**src/rtl/bseq_pkg.sv**
```systemverilog
`timescale 1ns/1ps
package bseq_pkg;

    typedef enum logic [1:0] {
        ST_IDLE  = 2'd0,
        ST_BURST = 2'd1,
        ST_LAST  = 2'd2
    } bseq_state_e;

    typedef enum logic {
        ORD_LINEAR     = 1'b0,
        ORD_INTERLEAVE = 1'b1
    } bseq_order_e;

endpackage

```
**src/rtl/bseq_strobe_qual.sv**
```systemverilog
`timescale 1ns/1ps
module bseq_strobe_qual (
    input  logic clk,
    input  logic rst_n,
    input  logic strb_proc,
    input  logic strb_ctrl,
    input  logic ce_primary,
    output logic load
);

    logic proc_ok;

    always_comb begin
        proc_ok = strb_proc & ce_primary;
        load    = strb_ctrl | proc_ok;
    end

    // a processor strobe without chip enable never starts a burst on its own
    a_r3_proc_gated: assert property (@(posedge clk) disable iff (!rst_n)
        (strb_proc && !ce_primary && !strb_ctrl) |-> !load);

    // the controller strobe is always honoured
    a_r2_ctrl_honoured: assert property (@(posedge clk) disable iff (!rst_n)
        strb_ctrl |-> load);

endmodule

```
**src/rtl/bseq_order.sv**
```systemverilog
`timescale 1ns/1ps
module bseq_order #(
    parameter int BEAT_W = 2
) (
    input  logic [BEAT_W-1:0] start_bits,
    input  logic [BEAT_W-1:0] beat,
    input  bseq_pkg::bseq_order_e mode,
    output logic [BEAT_W-1:0] low_bits
);

    logic [BEAT_W-1:0] lin_bits;
    logic [BEAT_W-1:0] ilv_bits;

    always_comb lin_bits = start_bits + beat;

    genvar gi;
    generate
        for (gi = 0; gi < BEAT_W; gi++) begin : g_xor
            assign ilv_bits[gi] = start_bits[gi] ^ beat[gi];
        end
    endgenerate

    always_comb begin
        unique case (mode)
            bseq_pkg::ORD_LINEAR:     low_bits = lin_bits;
            bseq_pkg::ORD_INTERLEAVE: low_bits = ilv_bits;
            default:                  low_bits = lin_bits;
        endcase
    end

endmodule

```
**src/rtl/bseq_ctrl.sv**
```systemverilog
`timescale 1ns/1ps
module bseq_ctrl #(
    parameter int BEAT_W = 2
) (
    input  logic clk,
    input  logic rst_n,
    input  logic load,
    input  logic adv,
    output bseq_pkg::bseq_state_e state,
    output logic [BEAT_W-1:0] beat_q
);
    import bseq_pkg::*;

    localparam logic [BEAT_W-1:0] BEAT_MAX = '1;
    localparam logic [BEAT_W-1:0] BEAT_ONE = BEAT_W'(1);

    bseq_state_e       state_q, state_d;
    logic [BEAT_W-1:0] beat_d;

    // state register
    always_ff @(posedge clk) begin
        if (!rst_n) begin
            state_q <= ST_IDLE;
            beat_q  <= '0;
        end else begin
            state_q <= state_d;
            beat_q  <= beat_d;
        end
    end

    // next state and beat
    always_comb begin
        state_d = state_q;
        beat_d  = beat_q;
        if (load) begin
            // T_LOAD
            state_d = ST_BURST;
            beat_d  = '0;
        end else begin
            unique case (state_q)
                ST_IDLE: begin
                    state_d = ST_IDLE;
                end
                ST_BURST: begin
                    if (adv) begin
                        beat_d = beat_q + BEAT_ONE;
                        // T_REACH_LAST or T_STEP
                        state_d = (beat_d == BEAT_MAX) ? ST_LAST : ST_BURST;
                    end
                end
                ST_LAST: begin
                    if (adv) begin
                        // T_WRAP
                        beat_d  = '0;
                        state_d = ST_BURST;
                    end
                end
                default: begin
                    state_d = ST_IDLE;
                    beat_d  = '0;
                end
            endcase
        end
    end

    always_comb state = state_q;

    // load beats advance
    a_r8_load_first: assert property (@(posedge clk) disable iff (!rst_n)
        load |=> (beat_q == '0 && state_q == ST_BURST));

    // nothing moves without strobe or advance
    a_r7_hold: assert property (@(posedge clk) disable iff (!rst_n)
        (!load && !adv) |=> ($stable(beat_q) && $stable(state_q)));

    // one step per advance
    a_r6_step: assert property (@(posedge clk) disable iff (!rst_n)
        (!load && adv && state_q != ST_IDLE) |=>
            (beat_q == BEAT_W'($past(beat_q) + BEAT_ONE)));

    // idle ignores advance
    a_r9_idle: assert property (@(posedge clk) disable iff (!rst_n)
        (!load && state_q == ST_IDLE) |=> (state_q == ST_IDLE && beat_q == '0));

    // final state matches final beat
    a_r11_last: assert property (@(posedge clk) disable iff (!rst_n)
        (state_q != ST_IDLE) |-> ((state_q == ST_LAST) == (beat_q == BEAT_MAX)));

endmodule

```
**src/rtl/burst_addr_seq.sv**
```systemverilog
`timescale 1ns/1ps
module burst_addr_seq #(
    parameter int ADDR_W = 20,
    parameter int BEAT_W = 2
) (
    input  logic              clk,
    input  logic              rst_n,
    input  logic [ADDR_W-1:0] addr_in,
    input  logic              strb_proc,
    input  logic              strb_ctrl,
    input  logic              ce_primary,
    input  logic              adv,
    input  logic              order_sel,
    output logic [ADDR_W-1:0] addr_out,
    output logic [BEAT_W-1:0] beat_pos,
    output logic              burst_last,
    output logic              burst_active
);
    import bseq_pkg::*;

    localparam int UP_W = ADDR_W - BEAT_W;

    logic              load;
    bseq_state_e       state;
    logic [BEAT_W-1:0] beat_q;
    logic [UP_W-1:0]   upper_q;
    logic [BEAT_W-1:0] start_q;
    bseq_order_e       mode_q;
    logic [BEAT_W-1:0] low_bits;

    bseq_strobe_qual u_qual (
        .clk        (clk),
        .rst_n      (rst_n),
        .strb_proc  (strb_proc),
        .strb_ctrl  (strb_ctrl),
        .ce_primary (ce_primary),
        .load       (load)
    );

    bseq_ctrl #(.BEAT_W(BEAT_W)) u_ctrl (
        .clk    (clk),
        .rst_n  (rst_n),
        .load   (load),
        .adv    (adv),
        .state  (state),
        .beat_q (beat_q)
    );

    // start address and mode capture
    always_ff @(posedge clk) begin
        if (!rst_n) begin
            upper_q <= '0;
            start_q <= '0;
            mode_q  <= ORD_LINEAR;
        end else if (load) begin
            upper_q <= addr_in[ADDR_W-1:BEAT_W];
            start_q <= addr_in[BEAT_W-1:0];
            mode_q  <= bseq_order_e'(order_sel);
        end
    end

    bseq_order #(.BEAT_W(BEAT_W)) u_order (
        .start_bits (start_q),
        .beat       (beat_q),
        .mode       (mode_q),
        .low_bits   (low_bits)
    );

    // outputs
    always_comb begin
        addr_out     = {upper_q, low_bits};
        beat_pos     = beat_q;
        burst_last   = (state == ST_LAST);
        burst_active = (state != ST_IDLE);
    end

    // a loaded address appears whole at the next output
    a_r2_load_addr: assert property (@(posedge clk) disable iff (!rst_n)
        load |=> (addr_out == $past(addr_in)));

    // upper bits fixed within a burst
    a_r6_upper_fixed: assert property (@(posedge clk) disable iff (!rst_n)
        !load |=> $stable(addr_out[ADDR_W-1:BEAT_W]));

    // full address holds when idle on both controls
    a_r7_addr_hold: assert property (@(posedge clk) disable iff (!rst_n)
        (!load && !adv) |=> $stable(addr_out));

endmodule

```
**config.mk**
```make
export PLATFORM = sky130hd
export DESIGN_NAME = burst_addr_seq
export DESIGN_NICKNAME = d
export VERILOG_FILES = /design/src/rtl/bseq_pkg.sv /design/src/rtl/bseq_strobe_qual.sv /design/src/rtl/bseq_order.sv /design/src/rtl/bseq_ctrl.sv /design/src/rtl/burst_addr_seq.sv
export SDC_FILE = /design/constraint.sdc
export NUM_CORES = 1
export LEC_CHECK = 0
export CORE_MARGIN = 2
export CORE_UTILIZATION = 30
export CTS_CLUSTER_DIAMETER = 200
export CTS_CLUSTER_SIZE = 40
export DETAILED_ROUTE_END_ITERATION = 10
export GPL_ROUTABILITY_DRIVEN = 0
export SETUP_SLACK_MARGIN = 0.3
export SLEW_MARGIN = 20
export SYNTH_ARGS = -nofsm -noshare
export SYNTH_HDL_FRONTEND = slang
export SYNTH_SLANG_ARGS = --single-unit
```
**constraint.sdc**
```tcl
create_clock -name clk -period 1.9 [get_ports clk]
set_clock_uncertainty 0.05 [all_clocks]
set_input_delay 0.38 -clock clk [delete_from_list [all_inputs] [get_ports clk]]
set_output_delay 0.38 -clock clk [all_outputs]
set_load 0.005 [all_outputs]
```
After elaboration in Yosys (flattened, before gate mapping) --
Cells that the tools add are included. W data, S select, Z words.
Word-level totals: register bits 25
Cells by class: add/sub/neg operators 2, eq/ne operators 7, multiplexer cells 9, bitwise logic cells 7, reduce and logical (&&, ||, !) cells 6
Operators by type and width (number):
- $mux W2 | 5
- $pmux W2 S2 | 2
- $pmux W2 S3 | 1
- $eq A2 B2 Y1 const B | 2
- $ne A2 B2 Y1 const B | 2
- $reduce_and A2 Y1 | 2
- $ne A3 B2 Y1 const B | 1
- $ne A3 B3 Y1 const B | 1
- $not A1 Y1 | 3
- $reduce_and A3 Y1 | 1
- $add A2 B1 Y2 const B | 1
- $add A2 B2 Y2 | 1
- $eq A2 B1 Y1 const B | 1
- $logic_not A2 Y1 | 1
- $reduce_bool A2 Y1 | 1
- $reduce_or A2 Y1 | 1
- $xor A1 B1 Y1 | 2
- $and A1 B1 Y1 | 1
- $mux W1 | 1
- $or A1 B1 Y1 | 1

Longest topological paths before layout --
Gate-level depths: netlist of the first run.
word-level depth 6, mapped depth 5, depth with buffers taken out 5

Modules after synthesis --
Synthesis of the first run repeated with hierarchy kept, for this count alone.
Second synthesis, totals: cell total of the unflattened synthesis 101, area total of the unflattened synthesis 1109.8 sq um
Modules (own cells, without submodules):
- burst_addr_seq | times used 1, cells each 70, area an instance 833.3 sq um, sequential area each 420.4 sq um
- bseq_ctrl | times used 1, cells each 26, area an instance 232.7 sq um, sequential area each 80.1 sq um
- bseq_order | times used 1, cells each 4, area an instance 36.3 sq um, sequential area each 0.0 sq um
- bseq_strobe_qual | times used 1, cells each 1, area an instance 7.5 sq um, sequential area each 0.0 sq um

Worst setup path before layout of the first run --
OpenSTA, ideal clock, no wires.
kind flip-flop to flip-flop, start register u_ctrl.beat_q[0], end register u_ctrl.beat_q[1], arrival 1.141 ns, required time 1.780 ns, path slack 0.639 ns, cell stages (with the launch flop) 5, clock period less this slack 1.261 ns, path through dfxtp_1 > inv_1 > ha_1 > o32a_1 > a21oi_1
Between the ends: longest elaborated chain between the ends 3
RTL lines:
- start, declared | line bseq_ctrl.sv:10 | output logic [BEAT_W-1:0] beat_q
- start signal, assigned | line bseq_ctrl.sv:27 | beat_q <= beat_d;
- $add A2 B1 Y2 | line bseq_ctrl.sv:46 | beat_d = beat_q + BEAT_ONE;
- $mux W2 | line bseq_ctrl.sv:45 | if (adv) begin
- $pmux W2 S3 | line bseq_ctrl.sv:40 | unique case (state_q)
No other way between the ends. The select of a mux whose other input is x is not followed. A chain may end at the register's enable or synchronous reset.

Worst setup path after layout of the first run --
start register start_q[0], end output addr_out[1]
Between the ends: longest elaborated chain between the ends 2
RTL lines:
- start, declared | line burst_addr_seq.sv:27 | logic [BEAT_W-1:0] start_q;
- start signal, assigned | line burst_addr_seq.sv:57 | start_q <= addr_in[BEAT_W-1:0];
- $add A2 B2 Y2 | line bseq_order.sv:14 | always_comb lin_bits = start_bits + beat;
- $pmux W2 S2 | line bseq_order.sv:24 | unique case (mode)
- end, declared | line burst_addr_seq.sv:14 | output logic [ADDR_W-1:0] addr_out,
No other way between the ends.

==> flow_metrics.py, run 1 <==
metrics = {
    "place": {
        "place_area_um2": 1630,
        "numPortBuffers": 50,
        "place_ws_ps": 134,
        "hpwl_um": 1950,
    },
    "routing": {
        "wire_per_inst_um": 12.5,
        "drc": 0,
        "vias": 1044,
        "antenna_left": 0,
        "routed_wl_um": 2890,
        "drtIter0Drc": 26,
        "via_per_inst": 4.50,
        "firstDrtPassIters": 5,
    },
    "global_routing": {
        "track_usage_pct": 14.6,
        "antenna_found_initial": 0,
        "grt_max_degree": 24,
        "grt_pass1_vias": 996,
        "grt_pass1_wl_um": 4710,
        "grt.overflow.total": 0,
    },
    "worst_hold_path": {
        "min_path_cells": 2,
        "min_path_type": "register to register",
        "hold_path_end": "upper_q[0]",
        "hold_start": "upper_q[0]",
    },
    "cts": {
        "cts.sinks": 25,
        "root_buffer": "clkbuf_4",
        "cts_max_path_buffers": 2,
        "clkLatencyLatePin_ps": 310,
        "cts_made_buffers": 3,
        "htree_levels": 1,
        "tritoncts": "done",
        "path_clk_slew_ps": 130,
    },
    "sta": {
        "grt_setup_unrepaired": "yes",
        "hold_viol": 0,
        "worst_pin_slew_ps": 411,
        "layout_min_cycle_time_ps": 1610,
        "min_period_over_period_pct": 85.0,
        "finalSetupViolations": 0,
        "max_freq_ghz": 0.619,
        "tns_ps": 0,
        "setup_ws_ps": 285,
        "maxSlewHeadroom_pct": 72.6,
        "finalMaxSlewViolations": 0,
    },
    "power_and_ir_drop": {
        "p_leak_nw": 0.865,
        "ir_drop_v": 0.000356,
        "p_per_area_nw_per_um2": 562,
    },
    "worst_setup_path": {
        "crit_slowest_cell": "dfxtp_2",
        "crit_path_max_fanout": 2,
        "critPathBufInv": 1,
        "r2r-end": "u_ctrl.beat_q[1]",
        "r2r_setup_slack_ps": 410,
        "arrival_ps": 1180,
        "max_stage_delay_ps": 360,
        "worstSetupPathDepth": 4,
        "crit_chain": "ha_4, nor2b_4, xnor2_1, buf_2",
        "cp-startpoint": "start_q[0]",
        "required_ps": 1470,
        "critical_path_class": "register to output pin",
        "r2r_start": "u_ctrl.state[1]",
        "cp-start-kind": "register",
        "worst_r2r_path_depth": 7,
        "critical-path-top-delay-family": "flip-flops",
        "endpoint_kind": "output pin",
    },
    "finish": {
        "nets": 219,
        "regArea_um2": 528,
        "area_growth_pct": 66.7,
        "antenna_cells": 0,
        "multi_input_area_um2": 568,
        "fin_util_pct": 52.9,
        "drive_gt1_share_pct": 27.4,
        "design_area_um2": 1790,
        "fillers": 322,
    },
    "outcome": {
        "status": "finished, final reports clean",
    },
    "floorplan": {
        "ios": 51,
        "initial_core_util_pct": 31.7,
        "die_area_um2": 4080,
        "die_h_um": 63.9,
        "die_w_um": 63.9,
        "core.rowCount": 21,
        "coreArea_um2": 3390,
    },
    "synthesis": {
        "yosysSeqAreaShare_pct": 46.5,
        "syn_area_um2": 1080,
        "synth_cells": 125,
        "synth_seq_cells": 25,
        "avgSynthCellArea_um2": 8.61,
        "synth_fp_nets": 157,
        "yosysUniqueCellTypes": 21,
        "ys_warn_count": 0,
    },
    "run": {
        "maxCapViolCount": 0,
    },
}
[layout make-up]
type | instances | area share (%)
timing repair buffer | 63 | 33.3
multi-input combinational | 90 | 31.7
sequential | 25 | 29.4
tap | 46 | 3.21
clock buffer | 4 | 1.46
inverter | 4 | 0.976
[where the power goes]
part / switching, W / internal (W)
logic: 0.0000793 / 0.000121
clock network: 0.000152 / 0.0000820
registers: 0.0000162 / 0.000559
total: 0.000248 / 0.000761
[layer usage]
metal / global-route usage (%) / routed length, µm
met1: 18.1 / 1250
met2: 24.6 / 1400
met3: 5.28 / 216
met4: 2.45 / 29
met5: 0 / 0
[cells in the mapped netlist (all sizes together)]
cell    number  area (µm²)
o21ba        1        10.0
and2b        1        7.51
a32oi        1        8.76
o32a         1        10.0
a21boi      22         165
nor2b        2        12.5
clkbuf       2        7.51
nand2       45         169
a21o         1        8.76
ha           5        62.6
o211ai       1        7.51
xnor2        2        17.5
nor2         1        3.75
or3          1        6.26
dfxtp       25         500
o21ai        2        10.0
buf          4        30.0
a21oi        4        23.8
inv          4        15.0
[state kept, by name (all words and copies together) (netlist names)]
| signal | count |
|---|---|
| u_ctrl.state | 2 |
| u_ctrl.beat_q | 2 |
| mode_q | 1 |
| start_q | 2 |
| upper_q | 18 |
[tightest hold or removal path, cell delays in order (launching register included)]
cell and delay [ps]:
dfxtp_2 340, nand2_1 50, a21boi_1 50
[how the worst max path moves through the flow]
stage,to
final,addr_out[1]
after floorplan,u_ctrl.beat_q[1]
after detailed placement,addr_out[1]
after global placement,addr_out[1]
after global routing,addr_out[1]
after CTS,addr_out[1]
[metrics by stage]
step / hold slack [ps] / total power (W) / instances
global placement: 387 / 0.000786 / 219
finish: 408 / 0.00101 / 232
floorplan: 381 / 0.000660 / 125
detailed placement: 398 / 0.000789 / 219
global route: 428 / 0.00108 / 232
CTS: 411 / 0.00102 / 232
[layout by cell type (no fill, tap or decap), types with 2 or more instances in the layout]
| cell | count |
|---|---|
| a21boi_0 | 3 |
| ha_1 | 2 |
| clkbuf_4 | 3 |
| xnor2_1 | 2 |
| dlygate4sd2_1 | 13 |
| o21ai_0 | 2 |
| dfxtp_1 | 3 |
| buf_6 | 4 |
| ha_4 | 3 |
| dfxtp_2 | 22 |
| a21boi_1 | 19 |
| clkdlybuf4s50_1 | 26 |
| dlymetal6s2s_1 | 7 |
| buf_4 | 10 |
| inv_1 | 2 |
| nand2_1 | 45 |
| a21oi_1 | 3 |
| buf_2 | 2 |
[cell families after synthesis]
kind of cell | after synthesis | synth area share, %
buf+inv | 10 | 4.88
compound gates | 33 | 22.7
simple gates | 50 | 18.5
xor+xnor | 2 | 1.63
flops | 25 | 46.5
fa+ha+maj | 5 | 5.81
[what timing repair did]
| action | 4_1_cts | 5_1_grt |
|---|---|---|
| endpoints found under the setup margin | 24 | 12 |
| buffers inserted | 9 | 0 |
| pin swaps | 2 | 4 |
| endpoints found under the hold margin | 0 | 0 |
| gates resized for setup | 59 | 12 |
| hold buffers | 0 | 0 |
(Power assumes the default switching activity.)
==> inputs of run 2 (changes only) <==
==> constraint.sdc (replaced) <==
create_clock -name clk -period 1.6 [get_ports clk]
set_clock_uncertainty 0.05 [all_clocks]
set_input_delay 0.32 -clock clk [delete_from_list [all_inputs] [get_ports clk]]
set_output_delay 0.32 -clock clk [all_outputs]
set_load 0.005 [all_outputs]
==> run 2 against run 1 <==
Compared with the run above:
- sequential share of layout area shrank 1.5 points
- clock-buffer cell count is 1 lower
- via count grew 1.1%
- flip-flop and latch count unchanged
- cell count increased by 1.7%
- wire length increased by 1.9%
- register-to-register slack got worse by 300 ps
- first-iteration DRC count increased by 96%
- worst setup slack worse by 230 ps
- combinational power up 28%
- die area unchanged
- total power increased by 21%
==> flow_metrics.py, run 2 (synthesis results as in run 1) <==
metrics = {
    "outcome": {
        "status": "finished, final reports clean",
    },
    "floorplan": {
        "die_h_um": 63.9,
        "ios": 51,
        "coreArea_um2": 3390,
        "die_area_um2": 4080,
        "die_w_um": 63.9,
        "initial_core_util_pct": 31.7,
        "core.rowCount": 21,
    },
    "worst_setup_path": {
        "crit_path_max_fanout": 2,
        "cp-startpoint": "u_ctrl.beat_q[0]",
        "arrival_ps": 1170,
        "crit_slowest_cell": "dfxtp_2",
        "max_stage_delay_ps": 380,
        "crit_chain": "ha_4, nor2b_4, xnor2_1, buf_2",
        "required_ps": 1230,
        "critical_path_class": "register to output pin",
        "worst_r2r_path_depth": 6,
        "r2r_setup_slack_ps": 110,
        "cp-start-kind": "register",
        "r2r_start": "u_ctrl.beat_q[0]",
        "r2r-end": "u_ctrl.beat_q[1]",
        "endpoint_kind": "output pin",
    },
    "cts": {
        "path_clk_slew_ps": 140,
        "cts_max_path_buffers": 2,
        "cts_made_buffers": 3,
        "tritoncts": "done",
        "cts_hold_buffers": 0,
        "root_buffer": "clkbuf_4",
        "cts.sinks": 25,
        "htree_levels": 1,
        "clkLatencyLatePin_ps": 310,
    },
    "finish": {
        "design_area_um2": 1900,
        "nets": 223,
        "final_common_cell": "nand2_1",
        "top_register": "upper_q",
        "layout_common_cells": "44 x nand2_1, 26 x clkdlybuf4s50_1, 23 x dfxtp_2, 20 x a21boi_1, 15 x clkdlybuf4s15_1",
        "multi_input_area_um2": 627,
        "antenna_cells": 0,
        "fillers": 301,
        "area_growth_pct": 76.3,
        "drive_gt1_share_pct": 37.9,
        "largest_reg_flops": 18,
        "regArea_um2": 529,
    },
    "worst_hold_path": {
        "min_path_cells": 2,
        "min_path_type": "register to register",
        "hold_path_end": "upper_q[8]",
        "hold_start": "upper_q[8]",
    },
    "sta": {
        "finalSetupViolations": 0,
        "maxSlewHeadroom_pct": 84.4,
        "hold_viol": 0,
        "worst_pin_slew_ps": 235,
        "max_freq_ghz": 0.647,
        "timing.hold.ws_ps": 405,
        "grt_setup_unrepaired": "yes",
        "finalMaxSlewViolations": 0,
        "layout_min_cycle_time_ps": 1540,
        "min_period_over_period_pct": 96.5,
        "tns_ps": 0,
    },
    "routing": {
        "firstDrtPassIters": 4,
        "antenna_left": 0,
        "wire_per_inst_um": 12.5,
        "drtIter0Drc": 51,
        "drc": 0,
        "via_per_inst": 4.47,
        "vias": 1056,
        "routed_wl_um": 2950,
    },
    "global_routing": {
        "grt_pass1_wl_um": 4840,
        "grt.overflow.total": 0,
        "track_usage_pct": 15.0,
        "grt_pass1_vias": 1111,
        "grt_max_degree": 24,
        "antenna_found_initial": 0,
    },
    "place": {
        "hpwl_um": 1990,
        "numPortBuffers": 50,
        "place_area_um2": 1650,
    },
    "power_and_ir_drop": {
        "ir_drop_v": 0.000497,
        "power_w": 0.00122,
        "p_leak_nw": 0.769,
        "p_per_area_nw_per_um2": 643,
    },
    "run": {
        "maxCapViolCount": 0,
    },
}
[run 2: cell type report]
class,count,area share (%)
sequential,25,27.9
inverter,4,0.923
tap,46,3.03
multi-input combinational,90,33.0
timing repair buffer,67,33.6
clock buffer,3,1.19
clock inverter,1,0.264
[run 2: layer usage]
layer	track usage [%]	wire length, µm	vias up
met3	5.99	191	2
met2	25.0	1420	29
met1	17.2	1320	487
li1	-	-	538
met5	0	0	-
met4	5.16	19	0
[run 2: through the flow]
step	utilization [%]	cells	setup slack [ps]
after floorplan	-	125	339
after global placement	48.7	222	-12.7
after detailed placement	48.7	222	-37.0
after CTS	53.2	233	19.8
after global routing	56.0	236	-19.0
final	56.0	236	55.3
[run 2: power by group]
part	internal [W]	total (W)	switching (W)	leakage (nW)
clock	0.0000935	0.000280	0.000186	0.0177
combinational	0.000154	0.000255	0.000101	0.537
sequential	0.000664	0.000684	0.0000206	0.214
total	0.000911	0.00122	0.000308	0.769
[run 2: critical path: cells and delay by family, from the launching register on]
family	cells	cell delay, ps
flops	1	380
fa+ha+maj	1	130
xor+xnor	1	110
simple gates	1	130
buf+inv	1	120
[run 2: how the worst max path moves through the flow]
stage / endpoint / slack, ps
after floorplan: u_ctrl.beat_q[1] / 340
after global placement: addr_out[1] / -10
after detailed placement: upper_q[1] / -40
after CTS: addr_out[1] / 20
after global routing: addr_out[1] / -20
final: addr_out[1] / 60
[run 2: timing repair]
item,in CTS,in global routing
hold endpoints to repair,0,0
gates resized for setup,89,34
pin swaps,7,6
endpoints found under the setup margin,27,45
setup buffers,7,3
